## src/rtl/sgdma_pkg.sv

```systemverilog
package sgdma_pkg;

  typedef enum logic {
    DIR_RD = 1'b0,
    DIR_WR = 1'b1
  } dir_e;

  typedef enum logic [1:0] {
    ST_IDLE  = 2'd0,
    ST_FETCH = 2'd1,
    ST_SRC   = 2'd2,
    ST_DST   = 2'd3
  } walk_e;

  // register word offsets
  localparam logic [2:0] OFS_CTRL   = 3'd0;
  localparam logic [2:0] OFS_STATUS = 3'd1;
  localparam logic [2:0] OFS_ENABLE = 3'd2;
  localparam logic [2:0] OFS_RDLIST = 3'd3;
  localparam logic [2:0] OFS_WRLIST = 3'd4;

  // control command codes
  localparam int CMD_CANCEL = 0;
  localparam int CMD_READ   = 1;
  localparam int CMD_WRITE  = 2;
  localparam int CMD_STOP   = 4;

endpackage

```

## src/rtl/sgdma_desc_check.sv

```systemverilog
module sgdma_desc_check #(
  parameter int DATA_W     = 32,
  parameter int CNT_W      = 16,
  parameter int GRAN_BYTES = 256
) (
  input  logic [DATA_W-1:0]               ctl_word,
  output logic                            cnt_ok,
  output logic [CNT_W-$clog2(DATA_W/8)-1:0] word_cnt
);
  localparam int GRAN_LSB = $clog2(GRAN_BYTES);
  localparam int WB_LSB   = $clog2(DATA_W/8);

  logic [CNT_W-1:0] bytes;

  always_comb begin
    bytes    = ctl_word[CNT_W-1:0];
    cnt_ok   = (bytes != '0) && (bytes[GRAN_LSB-1:0] == '0);
    word_cnt = bytes[CNT_W-1:WB_LSB];
  end
endmodule

```

## src/rtl/sgdma_regs.sv

```systemverilog
module sgdma_regs
  import sgdma_pkg::*;
#(
  parameter int ADDR_W = 32,
  parameter int DATA_W = 32
) (
  input  logic              clk,
  input  logic              rst,
  input  logic              reg_wr,
  input  logic              reg_rd,
  input  logic [2:0]        reg_addr,
  input  logic [DATA_W-1:0] reg_wdata,
  output logic [DATA_W-1:0] reg_rdata,
  input  logic              eng_busy,
  input  dir_e              eng_dir,
  input  logic              evt_lerr,
  input  logic              evt_derr,
  output logic              start,
  output dir_e              start_dir,
  output logic [ADDR_W-1:0] start_ptr,
  output logic              halt
);
  localparam int NERR = 3;  // 0: read data, 1: write data, 2: list

  logic [1:0]        enable_q;
  logic [ADDR_W-1:0] rd_list_q, wr_list_q;
  logic [NERR-1:0]   err_q, err_set, err_clr;
  logic              ctrl_wr, stat_wr, is_cancel, is_stop, go_rd, go_wr;
  logic [DATA_W-1:0] status_w;

  always_comb begin
    ctrl_wr   = reg_wr && (reg_addr == OFS_CTRL);
    stat_wr   = reg_wr && (reg_addr == OFS_STATUS);
    is_cancel = ctrl_wr && (reg_wdata == DATA_W'(CMD_CANCEL));
    is_stop   = ctrl_wr && (reg_wdata == DATA_W'(CMD_STOP));
    go_rd     = ctrl_wr && (reg_wdata == DATA_W'(CMD_READ))  && enable_q[0];
    go_wr     = ctrl_wr && (reg_wdata == DATA_W'(CMD_WRITE)) && enable_q[1];
    start     = (go_rd || go_wr) && !eng_busy;
    start_dir = go_wr ? DIR_WR : DIR_RD;
    start_ptr = go_wr ? wr_list_q : rd_list_q;
    halt      = is_cancel || is_stop;
    err_set   = {evt_lerr, evt_derr && (eng_dir == DIR_WR), evt_derr && (eng_dir == DIR_RD)};
    err_clr   = is_cancel ? '1 : (stat_wr ? reg_wdata[2 +: NERR] : '0);
    status_w  = '0;
    status_w[0] = eng_busy && (eng_dir == DIR_RD);
    status_w[1] = eng_busy && (eng_dir == DIR_WR);
    status_w[2 +: NERR] = err_q;
  end

  for (genvar g = 0; g < NERR; g++) begin : g_err
    always_ff @(posedge clk) begin
      if (rst)             err_q[g] <= 1'b0;
      else if (err_set[g]) err_q[g] <= 1'b1;
      else if (err_clr[g]) err_q[g] <= 1'b0;
    end
  end

  always_ff @(posedge clk) begin
    if (rst) begin
      enable_q  <= '0;
      rd_list_q <= '0;
      wr_list_q <= '0;
      reg_rdata <= '0;
    end else begin
      if (reg_wr) begin
        case (reg_addr)
          OFS_ENABLE: enable_q  <= reg_wdata[1:0];
          OFS_RDLIST: rd_list_q <= reg_wdata[ADDR_W-1:0];
          OFS_WRLIST: wr_list_q <= reg_wdata[ADDR_W-1:0];
          default: ;
        endcase
      end
      if (reg_rd) begin
        case (reg_addr)
          OFS_STATUS: reg_rdata <= status_w;
          OFS_ENABLE: reg_rdata <= DATA_W'(enable_q);
          OFS_RDLIST: reg_rdata <= DATA_W'(rd_list_q);
          OFS_WRLIST: reg_rdata <= DATA_W'(wr_list_q);
          default:    reg_rdata <= '0;
        endcase
      end
    end
  end
endmodule

```

## src/rtl/sgdma_walker.sv

```systemverilog
module sgdma_walker
  import sgdma_pkg::*;
#(
  parameter int ADDR_W     = 32,
  parameter int DATA_W     = 32,
  parameter int CNT_W      = 16,
  parameter int GRAN_BYTES = 256
) (
  input  logic              clk,
  input  logic              rst,
  input  logic              start,
  input  dir_e              start_dir,
  input  logic [ADDR_W-1:0] start_ptr,
  input  logic              halt,
  output logic              mem_req,
  output logic              mem_we,
  output logic [ADDR_W-1:0] mem_addr,
  output logic [DATA_W-1:0] mem_wdata,
  input  logic              mem_ack,
  input  logic [DATA_W-1:0] mem_rdata,
  input  logic              mem_err,
  output logic              busy,
  output dir_e              dir,
  output logic              evt_done,
  output logic              evt_lerr,
  output logic              evt_derr
);
  localparam int WB     = DATA_W / 8;
  localparam int WB_LSB = $clog2(WB);
  localparam int WC_W   = CNT_W - WB_LSB;

  walk_e             state;
  logic [ADDR_W-1:0] ptr_q, src_q, dst_q;
  logic [DATA_W-1:0] dbuf_q;
  logic [1:0]        fidx_q;
  logic              last_q, halt_pend;
  logic [WC_W-1:0]   wcnt_q, cnt_words;
  logic              cnt_ok, halt_now;

  sgdma_desc_check #(
    .DATA_W(DATA_W), .CNT_W(CNT_W), .GRAN_BYTES(GRAN_BYTES)
  ) u_desc (
    .ctl_word(mem_rdata),
    .cnt_ok  (cnt_ok),
    .word_cnt(cnt_words)
  );

  assign busy     = (state != ST_IDLE);
  assign halt_now = halt || halt_pend;

  always_ff @(posedge clk) begin
    if (rst) begin
      state     <= ST_IDLE;
      dir       <= DIR_RD;
      ptr_q     <= '0;
      src_q     <= '0;
      dst_q     <= '0;
      dbuf_q    <= '0;
      fidx_q    <= '0;
      last_q    <= 1'b0;
      halt_pend <= 1'b0;
      wcnt_q    <= '0;
      mem_req   <= 1'b0;
      mem_we    <= 1'b0;
      mem_addr  <= '0;
      mem_wdata <= '0;
      evt_done  <= 1'b0;
      evt_lerr  <= 1'b0;
      evt_derr  <= 1'b0;
    end else begin
      evt_done <= 1'b0;
      evt_lerr <= 1'b0;
      evt_derr <= 1'b0;
      if (state == ST_IDLE) begin
        halt_pend <= 1'b0;
        if (start) begin
          state  <= ST_FETCH;
          dir    <= start_dir;
          ptr_q  <= start_ptr;
          fidx_q <= '0;
        end
      end else begin
        if (halt) halt_pend <= 1'b1;
        if (!mem_req) begin
          // access boundary: either halt or issue the next access
          if (halt_now) begin
            state     <= ST_IDLE;
            halt_pend <= 1'b0;
          end else begin
            mem_req   <= 1'b1;
            mem_we    <= (state == ST_DST);
            mem_wdata <= dbuf_q;
            case (state)
              ST_FETCH: mem_addr <= ptr_q;
              ST_SRC:   mem_addr <= src_q;
              default:  mem_addr <= dst_q;
            endcase
          end
        end else if (mem_ack) begin
          mem_req <= 1'b0;
          mem_we  <= 1'b0;
          case (state)
            ST_FETCH: begin
              ptr_q  <= ptr_q + ADDR_W'(WB);
              fidx_q <= fidx_q + 2'd1;
              if (mem_err) begin
                evt_lerr <= 1'b1;
                state    <= ST_IDLE;
              end else if (fidx_q == 2'd0) begin
                src_q <= mem_rdata[ADDR_W-1:0];
              end else if (fidx_q == 2'd1) begin
                dst_q <= mem_rdata[ADDR_W-1:0];
              end else begin
                last_q <= mem_rdata[DATA_W-1];
                wcnt_q <= cnt_words;
                if (cnt_ok) begin
                  state <= ST_SRC;
                end else begin
                  evt_lerr <= 1'b1;
                  state    <= ST_IDLE;
                end
              end
            end
            ST_SRC: begin
              if (mem_err) begin
                evt_derr <= 1'b1;
                state    <= ST_IDLE;
              end else begin
                dbuf_q <= mem_rdata;
                state  <= ST_DST;
              end
            end
            default: begin
              if (mem_err) begin
                evt_derr <= 1'b1;
                state    <= ST_IDLE;
              end else begin
                src_q  <= src_q + ADDR_W'(WB);
                dst_q  <= dst_q + ADDR_W'(WB);
                wcnt_q <= wcnt_q - 1'b1;
                if (wcnt_q != WC_W'(1)) begin
                  state <= ST_SRC;
                end else if (last_q) begin
                  evt_done <= 1'b1;
                  state    <= ST_IDLE;
                end else begin
                  fidx_q <= '0;
                  state  <= ST_FETCH;
                end
              end
            end
          endcase
        end
      end
    end
  end
endmodule

```

## src/rtl/sgdma_engine.sv

```systemverilog
module sgdma_engine
  import sgdma_pkg::*;
#(
  parameter int ADDR_W     = 32,
  parameter int DATA_W     = 32,
  parameter int CNT_W      = 16,
  parameter int GRAN_BYTES = 256
) (
  input  logic              clk,
  input  logic              rst,
  input  logic              reg_wr,
  input  logic              reg_rd,
  input  logic [2:0]        reg_addr,
  input  logic [DATA_W-1:0] reg_wdata,
  output logic [DATA_W-1:0] reg_rdata,
  output logic              mem_req,
  output logic              mem_we,
  output logic [ADDR_W-1:0] mem_addr,
  output logic [DATA_W-1:0] mem_wdata,
  input  logic              mem_ack,
  input  logic [DATA_W-1:0] mem_rdata,
  input  logic              mem_err,
  output logic              irq_done,
  output logic              irq_err
);
  logic              eng_busy, start, halt, evt_done, evt_lerr, evt_derr;
  dir_e              eng_dir, start_dir;
  logic [ADDR_W-1:0] start_ptr;

  sgdma_regs #(.ADDR_W(ADDR_W), .DATA_W(DATA_W)) u_regs (
    .clk      (clk),
    .rst      (rst),
    .reg_wr   (reg_wr),
    .reg_rd   (reg_rd),
    .reg_addr (reg_addr),
    .reg_wdata(reg_wdata),
    .reg_rdata(reg_rdata),
    .eng_busy (eng_busy),
    .eng_dir  (eng_dir),
    .evt_lerr (evt_lerr),
    .evt_derr (evt_derr),
    .start    (start),
    .start_dir(start_dir),
    .start_ptr(start_ptr),
    .halt     (halt)
  );

  sgdma_walker #(
    .ADDR_W(ADDR_W), .DATA_W(DATA_W), .CNT_W(CNT_W), .GRAN_BYTES(GRAN_BYTES)
  ) u_walk (
    .clk      (clk),
    .rst      (rst),
    .start    (start),
    .start_dir(start_dir),
    .start_ptr(start_ptr),
    .halt     (halt),
    .mem_req  (mem_req),
    .mem_we   (mem_we),
    .mem_addr (mem_addr),
    .mem_wdata(mem_wdata),
    .mem_ack  (mem_ack),
    .mem_rdata(mem_rdata),
    .mem_err  (mem_err),
    .busy     (eng_busy),
    .dir      (eng_dir),
    .evt_done (evt_done),
    .evt_lerr (evt_lerr),
    .evt_derr (evt_derr)
  );

  always_ff @(posedge clk) begin
    if (rst) begin
      irq_done <= 1'b0;
      irq_err  <= 1'b0;
    end else begin
      irq_done <= evt_done;
      irq_err  <= evt_lerr || evt_derr;
    end
  end
endmodule

```

## config.mk

```make
export PLATFORM = sky130hd
export DESIGN_NAME = sgdma_engine
export DESIGN_NICKNAME = d
export VERILOG_FILES = /design/src/rtl/sgdma_pkg.sv /design/src/rtl/sgdma_desc_check.sv /design/src/rtl/sgdma_regs.sv /design/src/rtl/sgdma_walker.sv /design/src/rtl/sgdma_engine.sv
export SDC_FILE = /design/constraint.sdc
export NUM_CORES = 1
export LEC_CHECK = 0
export ABC_AREA = 1
export BUFFER_PORTS_ARGS = -buffer_cell sky130_fd_sc_hd__buf_2
export CAP_MARGIN = 40
export CORE_ASPECT_RATIO = 0.7
export CORE_MARGIN = 8
export CORE_UTILIZATION = 45
export DETAILED_ROUTE_END_ITERATION = 10
export SLEW_MARGIN = 20
export SYNTH_ARGS = -nofsm -noshare
export SYNTH_HDL_FRONTEND = slang
export SYNTH_HIERARCHICAL = 1
export SYNTH_SLANG_ARGS = --single-unit
```

## constraint.sdc

```tcl
create_clock -name clk -period 3 [get_ports clk]
set_input_delay 0.6 -clock clk [delete_from_list [all_inputs] [get_ports clk]]
set_output_delay 0.6 -clock clk [all_outputs]
set_load 0.03 [all_outputs]
```

==> impl_metrics.tcl <==
set metrics [dict create \
    outcome "finished clean" \
    worst_pin_slew_ps 859 \
    hpwl_um 41300 \
    synthTopCellsByArea "dfxtp_1, nand2_1, nor2_1, o21ai_0, a21oi_1" \
    syn_area_um2 16800 \
    slowest_delay_ps 430 \
    first_iter_violations 1824 \
    max-vdd-ir-drop_v 0.000373 \
    async_reset_ff_share_pct 0 \
    power.leakage_nw 7.58 \
    clk_pin_slew_ps 60 \
    synth_edf_count 0 \
    final_cell_area_um2 19200 \
    hold_path_depth 3 \
    grt_pass1_wl_um 91000 \
    synth_mux_area_share_pct 0 \
    min_from "mem_rdata[20]" \
    layout-drive-gt1-share_pct 10.8 \
    die_y_um 178 \
    final_hold_viol_count 0 \
    register_area_um2 6430 \
    crit_path_start_kind "flop" \
    power.total_mw 12.5 \
    r2r-end "u_walk/mem_addr[23]" \
    max_cap_viol_count 0 \
    critical_path_peak_fanout 81 \
    ys_warn_count 6 \
    grt_setup_unrepaired "no" \
    ys_seq_elements 321 \
    cts_max_path_buffers 3 \
    synthDistinctLibCells 39 \
    grt_antenna_before_repair 0 \
    diodes 0 \
    cts.sinks 321 \
    setup_viol 0 \
    crit_start "u_walk/state[0]" \
    worst-path-buf-inv 4 \
    dr_total_vias 17800 \
    synthDominantAreaCellType "dfxtp_1" \
    fin_crit_sh_pct 87.7 \
    tns_ps 0 \
    reg2reg_from "u_walk/state[0]" \
    yosysMostFrequentCell "nand2_1" \
    cp_top_family "buffers and inverters" \
    yosys.area_share.simple_pct 30.6 \
    overflow 0 \
    core_area_um2 37000 \
    synth_ff_type "dfxtp_1" \
    synth_common_cells "nand2_1, nor2_1, dfxtp_1" \
    cp-end-kind "flop" \
    r2r_cells 9 \
    arrival_ps 3080 \
    drtPass1Iterations 5 \
    synth_fp_nets 2703 \
    powerDensity_nw_per_um2 654 \
    worstPathRequired_ps 3450 \
    wl_per_cell_um 18.2 \
    grt_pass1_vias 16500 \
    synthAdderAreaFrac_pct 0.892 \
    r2r_setup_slack_ps 370 \
    syn2layout_area_growth_pct 13.9 \
    synth_top_area_share_pct 38.2 \
    relSlewSlack_pct 42.7 \
    clock_latency_ps 540 \
    cts_buffers 35 \
    multiInputGateArea_um2 8780 \
    viasPerCell 5.53 \
    utilization_pct 51.8 \
    place.gp.congestion 0.963 \
    fin_crit_ps 2630 \
    grt_max_degree 151 \
    drcViolationCount 0 \
    timing.fmax_ghz 0.380 \
    start_util_pct 45.5 \
    tritoncts "done" \
    synth_xor_area_share_pct 0.729 \
    place_area_um2 17900 \
    groute.usage.overall_pct 25.6 \
    synthCells 2618 \
    worstHoldEndpoint "u_walk/dbuf_q[20]" \
    root_buffer "clkbuf_16" \
    finalWirelength_um 58400 \
    rows 59 \
    synth.avg_cell_area_um2 6.43 \
    crit_path_top_delay_cell "nor2_4" \
    synth-compound-area-share_pct 19.9 \
    skew_ps 21.6 \
    hold_path.class "in -> reg" \
    nets 2789 \
    critPathKind "reg -> reg" \
    io_buffers 172 \
    die-area_um2 43900 \
    die_w_um 247 \
    slew_viol_final 0 \
    ant_nets 0 \
    synth_top_family_by_area "simple AND/OR/NAND/NOR gates" \
    io_pins 173 \
    fillCellCount 3716 \
    seq_area_frac_synth_pct 38.2 \
    htreeDepth 2 \
    path_cells "inv_1 -> ha_1 -> inv_2 -> buf_6 -> nand2_1 -> nor2_4 -> buf_12 -> o21ai_0 -> a21oi_1" \
]
per-stage QoR:
stage,instances,setup WS (ps),hold slack (ps)
floorplan,2618,672,388
global route,3218,96.4,359
global placement,3153,146,406
detailed placement,3154,114,404
CTS,3217,196,342
finish,3218,369,366
flip-flops by register name (all words and copies together) (netlist names), 3 cells and up:
name	flops
u_regs/err_q	3
u_regs/rd_list_q	32
u_regs/reg_rdata	32
u_regs/wr_list_q	32
u_walk/dbuf_q	32
u_walk/dst_q	32
u_walk/mem_addr	32
u_walk/mem_wdata	32
u_walk/ptr_q	32
u_walk/src_q	32
u_walk/wcnt_q	14
layout by cell type, fill, tap and decap left out, drive strengths merged, types with 2 or more instances in the layout:
cell type,instances
nand2,683
nor2,410
dfxtp,321
inv,242
o21ai,231
a21oi,224
buf,202
nand3,131
a211oi,63
clkbuf,48
o22ai,32
a31oi,19
o221ai,19
nor3,16
nand4,15
xor2,12
ha,12
nand3b,11
clkinv,9
o211ai,6
bufinv,5
nor4,4
a221o,4
or2,3
xnor2,2
and2,2
worst reg2reg max path, delay by kind of cell (launching register included):
kind            cells  cell delay [ps]
fa+ha+maj           1              230
buf+inv             4              910
simple gates        2              650
compound gates      2              370
flops               1              410
worst max-delay path by stage:
stage                                 to  depth (start not counted)
global placement    u_walk/mem_wdata[26]                         13
detailed placement  u_walk/mem_wdata[14]                         13
floorplan               u_walk/ptr_q[16]                         14
CTS                  u_walk/mem_addr[26]                          9
global route         u_walk/mem_addr[21]                          9
finish               u_walk/mem_addr[23]                          9
final cells by class:
type | count | area share (%)
Tap cell | 488 | 3.19
Multi-Input combinational cell | 1902 | 45.8
Clock buffer | 48 | 5.30
Sequential cell | 321 | 33.5
Timing Repair Buffer | 202 | 6.26
Clock inverter | 15 | 1.16
Inverter | 242 | 4.75
metal layers:
metal | vias up | track usage (%) | routed length, um
li1 | 8710 | - | -
met1 | 8356 | 37.8 | 27700
met2 | 664 | 37.7 | 24700
met3 | 69 | 5.46 | 5090
met4 | 0 | 5.56 | 949
met5 | - | 0 | 0
report_power, final:
part | internal, mW | switching (mW)
registers | 4.60 | 0.266
clock network | 2.82 | 1.85
logic | 0.839 | 2.15
logic make-up after synthesis:
family | after synthesis
simple gates | 1275
compound gates | 600
fa+ha+maj | 12
xor+xnor | 14
buf+inv | 396
flops | 321
repair_timing:
item,4_1_cts,5_1_grt
endpoints found under the setup margin,0,22
setup buffers,0,0
hold buffers,0,0
hold endpoints to repair,0,0
gates resized for setup,0,1
Power figures use the tool's default switching activity.
